**config.mk**
```make
export PLATFORM = sky130hd
export DESIGN_NAME = matvec_stream
export DESIGN_NICKNAME = d
export VERILOG_FILES = /design/src/rtl/matvec_pkg.sv /design/src/rtl/matvec_operand_store.sv /design/src/rtl/matvec_row_mac.sv /design/src/rtl/matvec_result_tx.sv /design/src/rtl/matvec_stream.sv
export SDC_FILE = /design/constraint.sdc
export NUM_CORES = 2
export LEC_CHECK = 0
export ABC_AREA = 1
export CAP_MARGIN = 20
export CELL_PAD_IN_SITES_DETAIL_PLACEMENT = 1
export CELL_PAD_IN_SITES_GLOBAL_PLACEMENT = 2
export CORE_MARGIN = 2
export CORE_UTILIZATION = 30
export CTS_BUF_LIST = sky130_fd_sc_hd__clkbuf_16
export DETAILED_ROUTE_END_ITERATION = 16
export PLACE_DENSITY = 0.65
export SKIP_CTS_REPAIR_TIMING = 1
export SLEW_MARGIN = 30
export SYNTH_ARGS = -nofsm -noshare
export SYNTH_HDL_FRONTEND = slang
export SYNTH_SLANG_ARGS = --single-unit
```
**constraint.sdc**
```tcl
create_clock -name clk_i -period 10.6 [get_ports clk_i]
set_input_delay 1.59 -clock clk_i [delete_from_list [all_inputs] [get_ports clk_i]]
set_output_delay 1.59 -clock clk_i [all_outputs]
set_load 0.005 [all_outputs]
```
**src/rtl/matvec_pkg.sv**
```systemverilog
package matvec_pkg;
  typedef enum logic [1:0] {
    ST_RECV  = 2'd0,
    ST_CALC  = 2'd1,
    ST_DRAIN = 2'd2
  } mv_state_e;
endpackage

```
**src/rtl/matvec_operand_store.sv**
```systemverilog
module matvec_operand_store #(
  parameter int ROWS = 64,
  parameter int COLS = 8,
  parameter int EL_W = 8,
  localparam int A_N    = ROWS * COLS,
  localparam int TOTAL  = A_N + COLS,
  localparam int CNT_W  = $clog2(TOTAL),
  localparam int AIDX_W = $clog2(A_N),
  localparam int ROW_W  = $clog2(ROWS),
  localparam int COL_W  = $clog2(COLS)
) (
  input  logic             clk_i,
  input  logic             rst_ni,
  input  logic             wr_en_i,
  input  logic [EL_W-1:0]  wr_data_i,
  input  logic [ROW_W-1:0] rd_row_i,
  input  logic [COL_W-1:0] rd_col_i,
  output logic [EL_W-1:0]  a_el_o,
  output logic [EL_W-1:0]  b_el_o,
  output logic             frame_full_o
);
  logic [CNT_W-1:0] cnt_q;
  logic [EL_W-1:0]  a_mem [A_N];
  logic [EL_W-1:0]  b_q   [COLS];
  logic             in_a;
  logic [COL_W-1:0] b_idx;
  logic [AIDX_W-1:0] a_rd_idx;

  assign in_a         = cnt_q < CNT_W'(A_N);
  assign b_idx        = COL_W'(cnt_q - CNT_W'(A_N));
  assign frame_full_o = wr_en_i && (cnt_q == CNT_W'(TOTAL - 1));

  always_ff @(posedge clk_i or negedge rst_ni) begin
    if (!rst_ni)           cnt_q <= '0;
    else if (frame_full_o) cnt_q <= '0;
    else if (wr_en_i)      cnt_q <= cnt_q + 1'b1;
  end

  always_ff @(posedge clk_i) begin
    if (wr_en_i && in_a) a_mem[AIDX_W'(cnt_q)] <= wr_data_i;
  end

  always_ff @(posedge clk_i or negedge rst_ni) begin
    if (!rst_ni) begin
      for (int j = 0; j < COLS; j++) b_q[j] <= '0;
    end else if (wr_en_i && !in_a) begin
      b_q[b_idx] <= wr_data_i;
    end
  end

  assign a_rd_idx = AIDX_W'(rd_row_i) * AIDX_W'(COLS) + AIDX_W'(rd_col_i);
  assign a_el_o   = a_mem[a_rd_idx];
  assign b_el_o   = b_q[rd_col_i];
endmodule

```
**src/rtl/matvec_row_mac.sv**
```systemverilog
module matvec_row_mac #(
  parameter int COLS = 8,
  parameter int EL_W = 8,
  localparam int COL_W = $clog2(COLS),
  localparam int ACC_W = 2 * EL_W + $clog2(COLS)
) (
  input  logic             clk_i,
  input  logic             rst_ni,
  input  logic             run_i,
  input  logic [EL_W-1:0]  a_el_i,
  input  logic [EL_W-1:0]  b_el_i,
  output logic [COL_W-1:0] col_o,
  output logic             phase_o,
  output logic             row_done_o,
  output logic [ACC_W-1:0] row_sum_o
);
  logic [COL_W-1:0]  col_q;
  logic              phase_q;
  logic [ACC_W-1:0]  acc_q;
  logic [2*EL_W-1:0] prod;
  logic              last_col;

  // operands come from col_q, which only moves after the capture cycle
  assign prod       = a_el_i * b_el_i;
  assign last_col   = col_q == COL_W'(COLS - 1);
  assign row_done_o = run_i && phase_q && last_col;
  assign row_sum_o  = acc_q + ACC_W'(prod);
  assign col_o      = col_q;
  assign phase_o    = phase_q;

  always_ff @(posedge clk_i or negedge rst_ni) begin
    if (!rst_ni) begin
      col_q   <= '0;
      phase_q <= 1'b0;
      acc_q   <= '0;
    end else if (run_i) begin
      phase_q <= ~phase_q;
      if (phase_q) begin
        if (last_col) begin
          col_q <= '0;
          acc_q <= '0;
        end else begin
          col_q <= col_q + 1'b1;
          acc_q <= row_sum_o;
        end
      end
    end
  end
endmodule

```
**src/rtl/matvec_result_tx.sv**
```systemverilog
module matvec_result_tx #(
  parameter int DATA_W = 32,
  parameter int RES_W  = 11
) (
  input  logic              clk_i,
  input  logic              rst_ni,
  input  logic              load_i,
  input  logic [RES_W-1:0]  res_i,
  input  logic              last_i,
  input  logic              ready_i,
  output logic [DATA_W-1:0] data_o,
  output logic              valid_o,
  output logic              last_o
);
  always_ff @(posedge clk_i or negedge rst_ni) begin
    if (!rst_ni) begin
      data_o  <= '0;
      valid_o <= 1'b0;
      last_o  <= 1'b0;
    end else if (load_i) begin
      data_o  <= DATA_W'(res_i);
      valid_o <= 1'b1;
      last_o  <= last_i;
    end else if (valid_o && ready_i) begin
      valid_o <= 1'b0;
      last_o  <= 1'b0;
    end
  end
endmodule

```
**src/rtl/matvec_stream.sv**
```systemverilog
module matvec_stream
  import matvec_pkg::*;
#(
  parameter int ROWS   = 64,
  parameter int COLS   = 8,
  parameter int EL_W   = 8,
  parameter int DATA_W = 32,
  parameter int SHIFT  = 8,
  localparam int ROW_W = $clog2(ROWS),
  localparam int COL_W = $clog2(COLS),
  localparam int ACC_W = 2 * EL_W + $clog2(COLS),
  localparam int RES_W = ACC_W - SHIFT
) (
  input  logic              clk_i,
  input  logic              rst_ni,
  input  logic [DATA_W-1:0] s_tdata_i,
  input  logic              s_tvalid_i,
  output logic              s_tready_o,
  output logic [DATA_W-1:0] m_tdata_o,
  output logic              m_tvalid_o,
  input  logic              m_tready_i,
  output logic              m_tlast_o
);
  mv_state_e        state_q;
  logic [ROW_W-1:0] row_q;
  logic             in_fire, frame_full, run, row_done, last_row, mac_phase;
  logic [COL_W-1:0] col;
  logic [EL_W-1:0]  a_el, b_el;
  logic [ACC_W-1:0] row_sum;
  logic             unused_bits;

  assign unused_bits = ^{s_tdata_i[DATA_W-1:EL_W], row_sum[SHIFT-1:0]};
  assign s_tready_o  = state_q == ST_RECV;
  assign in_fire     = s_tvalid_i && s_tready_o;
  // hold the engine while a result waits at the output
  assign run         = (state_q == ST_CALC) && !m_tvalid_o;
  assign last_row    = row_q == ROW_W'(ROWS - 1);

  always_ff @(posedge clk_i or negedge rst_ni) begin
    if (!rst_ni) begin
      state_q <= ST_RECV;
      row_q   <= '0;
    end else begin
      unique case (state_q)
        ST_RECV: if (frame_full) begin
          state_q <= ST_CALC;
          row_q   <= '0;
        end
        ST_CALC: if (row_done) begin
          if (last_row) state_q <= ST_DRAIN;
          else          row_q   <= row_q + 1'b1;
        end
        ST_DRAIN: if (m_tvalid_o && m_tready_i && m_tlast_o) begin
          state_q <= ST_RECV;
          row_q   <= '0;
        end
        default: state_q <= ST_RECV;
      endcase
    end
  end

  matvec_operand_store #(.ROWS(ROWS), .COLS(COLS), .EL_W(EL_W)) u_store (
    .clk_i       (clk_i),
    .rst_ni      (rst_ni),
    .wr_en_i     (in_fire),
    .wr_data_i   (s_tdata_i[EL_W-1:0]),
    .rd_row_i    (row_q),
    .rd_col_i    (col),
    .a_el_o      (a_el),
    .b_el_o      (b_el),
    .frame_full_o(frame_full)
  );

  matvec_row_mac #(.COLS(COLS), .EL_W(EL_W)) u_mac (
    .clk_i     (clk_i),
    .rst_ni    (rst_ni),
    .run_i     (run),
    .a_el_i    (a_el),
    .b_el_i    (b_el),
    .col_o     (col),
    .phase_o   (mac_phase),
    .row_done_o(row_done),
    .row_sum_o (row_sum)
  );

  matvec_result_tx #(.DATA_W(DATA_W), .RES_W(RES_W)) u_tx (
    .clk_i  (clk_i),
    .rst_ni (rst_ni),
    .load_i (row_done),
    .res_i  (row_sum[ACC_W-1:SHIFT]),
    .last_i (last_row),
    .ready_i(m_tready_i),
    .data_o (m_tdata_o),
    .valid_o(m_tvalid_o),
    .last_o (m_tlast_o)
  );
endmodule

```
==> impl_metrics.csv <==
group,metric,value,unit
outcome,status,"complete, no violations",
clock_network,cts.sinks,4214,
synthesis,synth-seq-cells,4214,
power_and_ir_drop,powerDensity,304.7,mW/mm^2
synthesis,synthMuxAreaShare,0,%
synthesis,synth_top_family_by_area,"simple AND/OR/NAND/NOR gates",
grt,gr-total-overflow,0,
floorplan,die-height,767.3,um
setup_path,arrival,9.42,ns
synthesis,synth_flop_cell,"edfxtp_1",
sta,fmax,0.1178,GHz
synthesis,ys_types,44,
synthesis,synth_area_leader_cell,"edfxtp_1",
sta,min_period_over_period,80.10,%
sta,fin_setup_tns,0,ns
floorplan,core,0.5809,mm^2
power_and_ir_drop,clockPowerShare,26.6,%
clock_network,cts.reportedPaths.clkPinSlew,0.06,ns
synthesis,synthAdderAreaFrac,0.9164,%
power_and_ir_drop,vdd_drop_max,0.6765,mV
clock_network,htree_levels,5,
synthesis,yosysSeqAreaShare,72.07,%
drt,detail-route-antenna-nets,0,
clock_network,cts_tree,"done",
setup_path,cp_slowest_stage_delay,0.68,ns
finish,syn_to_final_growth,12.98,%
job,cap_viol_max_count,0,
grt,grt_pass1_wl,820900,um
clock_network,cts_made_buffers,469,
power_and_ir_drop,combPwrFrac,42.4,%
drt,drt_first_iter_violations,8710,
drt,wl,565300,um
sta,period_needed,8.491,ns
setup_path,crit_path_frequent_cell,"nand3_1",
hold_path,min_path_type,"reg -> reg",
sta,slew_headroom,26.41,%
setup_path,start_kind,"flop",
setup_path,cp_max_fo,102,
power_and_ir_drop,sw_frac_of_total,41.80,%
synthesis,synth_area_leaders,"edfxtp_1, nand3_1, nand2_1",
grt,grt_max_degree,170,
clock_network,cts_buffer_depth,4,
sta,drv_slew,0,
drt,vias_per_cell,4.985,
synthesis,synth_compound_area_share,0.7904,%
grt,grt_usage,18.63,%
synthesis,ys_async_sr_fraction,2.800,%
floorplan,io_pins,71,
setup_path,rr_worst_depth,31,
synthesis,netlist_instances,14998,
power_and_ir_drop,switchingPower,25150,uW
clock_network,clock_latency,1.06,ns
hold_path,hold_path_depth,2,
finish,layoutNonFillerInstCount,22895,
setup_path,critical_path_class,"reg -> reg",
drt,vias,114140,
placement,gp_congestion,0.7728,
finish,drive_gt1_share,6.536,%
placement,io_buffers,25,
sta,rsz0062_at_grt,"no",
synthesis,synth_xor_area_share,0.06014,%
sta,finalHoldViolations,0,
power_and_ir_drop,seqPwrFrac,31.0,%
setup_path,cp.required,11.53,ns
synthesis,post-synth-top-count-cell,"nand2_1",
placement,dp.cells,22018,
setup_path,end_kind,"flop",
grt,grt_pass1_vias,115469,
clock_network,cts.root.buffer_cell,"clkbuf_16",
synthesis,synth_edf_count,4096,
placement,hpwlAfterDp,318400,um
power_and_ir_drop,power.total,60160,uW
synthesis,synthSimpleGateAreaFrac,22.62,%
drt,post_drt_wl_per_cell,24.69,um
placement,pre_cts_ws,2.153,ns
power_and_ir_drop,p_int,35010,uW
synthesis,netlist_area,0.1748,mm^2
sta,setup_slack,2.109,ns
drt,post-route-drc-count,0,
floorplan,die_x,767.3,um
floorplan,rows,280,
synthesis,synth_top_area_share,70.38,%
synthesis,synth.avg_cell_area,11.65,um^2
grt,antenna_found_initial,24,
synthesis,yosys_warnings,0,
sta,fin_skew,0.07055,ns
drt,dr.pass1.iters,5,
finish,nets,14871,
power_and_ir_drop,p_leak,0.06887,uW
synthesis,ys_top_cells_by_count,"nand2_1, edfxtp_1, nand3_1",
floorplan,initial_core_util,30.09,%
sta,setup_viol,0,
floorplan,dieArea,0.5887,mm^2
sta,tightest_slew,1.104,ns
setup_path,cpMaxStageDelayCell,"dfrtp_4",
flip-flops by register name (all words and copies together), names as in the netlist:
name           cells
u_mac.phase_o      1
u_mac.col_o        3
row_q              6
state_q            2
u_tx.data_o       11
u_tx.last_o        1
u_store.b_q       64
u_store.cnt_q     10
u_tx.valid_o       1
u_store.a_mem   4096
u_mac.acc_q       19
worst paths after layout:
kind / startpoint / endpoint / slack [ns]
max reg2reg: u_mac.col_o[0] / u_tx.data_o[7] / 2.11
min reg2reg: u_tx.data_o[6] / u_tx.data_o[6] / 0.48
min in group asynchronous: rst_ni / u_tx.last_o / 0.59
max: u_mac.col_o[0] / u_tx.data_o[7] / 2.11
min: u_tx.data_o[6] / u_tx.data_o[6] / 0.48
max in group asynchronous: rst_ni / u_mac.col_o[0] / 8.72
critical path: cells and delay by family, from the launching register on:
family	cells	cell delay, ns
compound gates	3	0.84
fa+ha+maj	5	2.38
buf+inv	6	1.24
flops	1	0.68
simple gates	17	2.84
power by group through the flow:
stage	logic (uW)	clock network (uW)	registers, uW
after floorplan	17200	0	18800
after detailed placement	25800	0	19000
final	25500	16000	18600
after global placement	25600	0	19000
after global routing	28400	17000	18600
after CTS	25900	16300	18600
layer usage:
metal | vias to the layer above | GRT usage (%) | part of all wire [%]
met5 | - | 0 | 0.0016
met3 | 622 | 2.224 | 4.3
met2 | 2395 | 30.83 | 48
met4 | 2 | 4.442 | 2.4
met1 | 58843 | 26.15 | 46
li1 | 52278 | - | -
layout by cell type (no fill, tap or decap), types with 8 or more instances in the layout:
cell type	Yosys	routed
nand2_1	4587	4570
edfxtp_1	4096	4096
nand3_1	3847	3847
nor2_1	702	690
clkbuf_16	0	479
inv_1	179	279
buf_4	156	172
o21ai_0	134	134
clkinv_1	7	123
dfrtp_1	118	112
clkinv_2	0	96
a21oi_1	91	91
buf_12	1	69
fa_1	50	50
ha_1	48	48
bufinv_16	0	40
nand2_2	21	22
conb_1	1	21
o22ai_1	20	20
clkdlybuf4s50_1	0	16
nor2_2	4	14
nand2_4	0	14
inv_2	6	11
nor3_1	10	9
diode_2	0	8
inv_16	0	8
xor2_1	8	8
clkinv_16	0	8
buf_8	0	8
cells by family after synthesis:
family,Yosys count
simple gates,9189
flops,4214
xor+xnor,12
other cells,1
compound gates,264
buf+inv,1220
fa+ha+maj,98
stage by stage:
step                      hold WS (ns)  util (%)  instance area (um^2)
after floorplan                 0.4478         -                174800
after global placement          0.4618     31.38                182200
after detailed placement        0.4691     31.40                182400
after CTS                       0.4840     33.98                197400
after global routing            0.5064     33.99                197400
final                           0.4774     33.99                197500
cell type report:
type | instances | area [um^2]
multi-input cells | 9584 | 42890
well taps | 7755 | 9703
repair buffers | 274 | 3087
flip-flops and latches | 4214 | 126000
diodes | 8 | 20.02
fillers | 62867 | 383400
inverters | 194 | 780.7
clock buffers | 479 | 11990
clock inverters | 387 | 3012
Power figures use the tool's default switching activity.
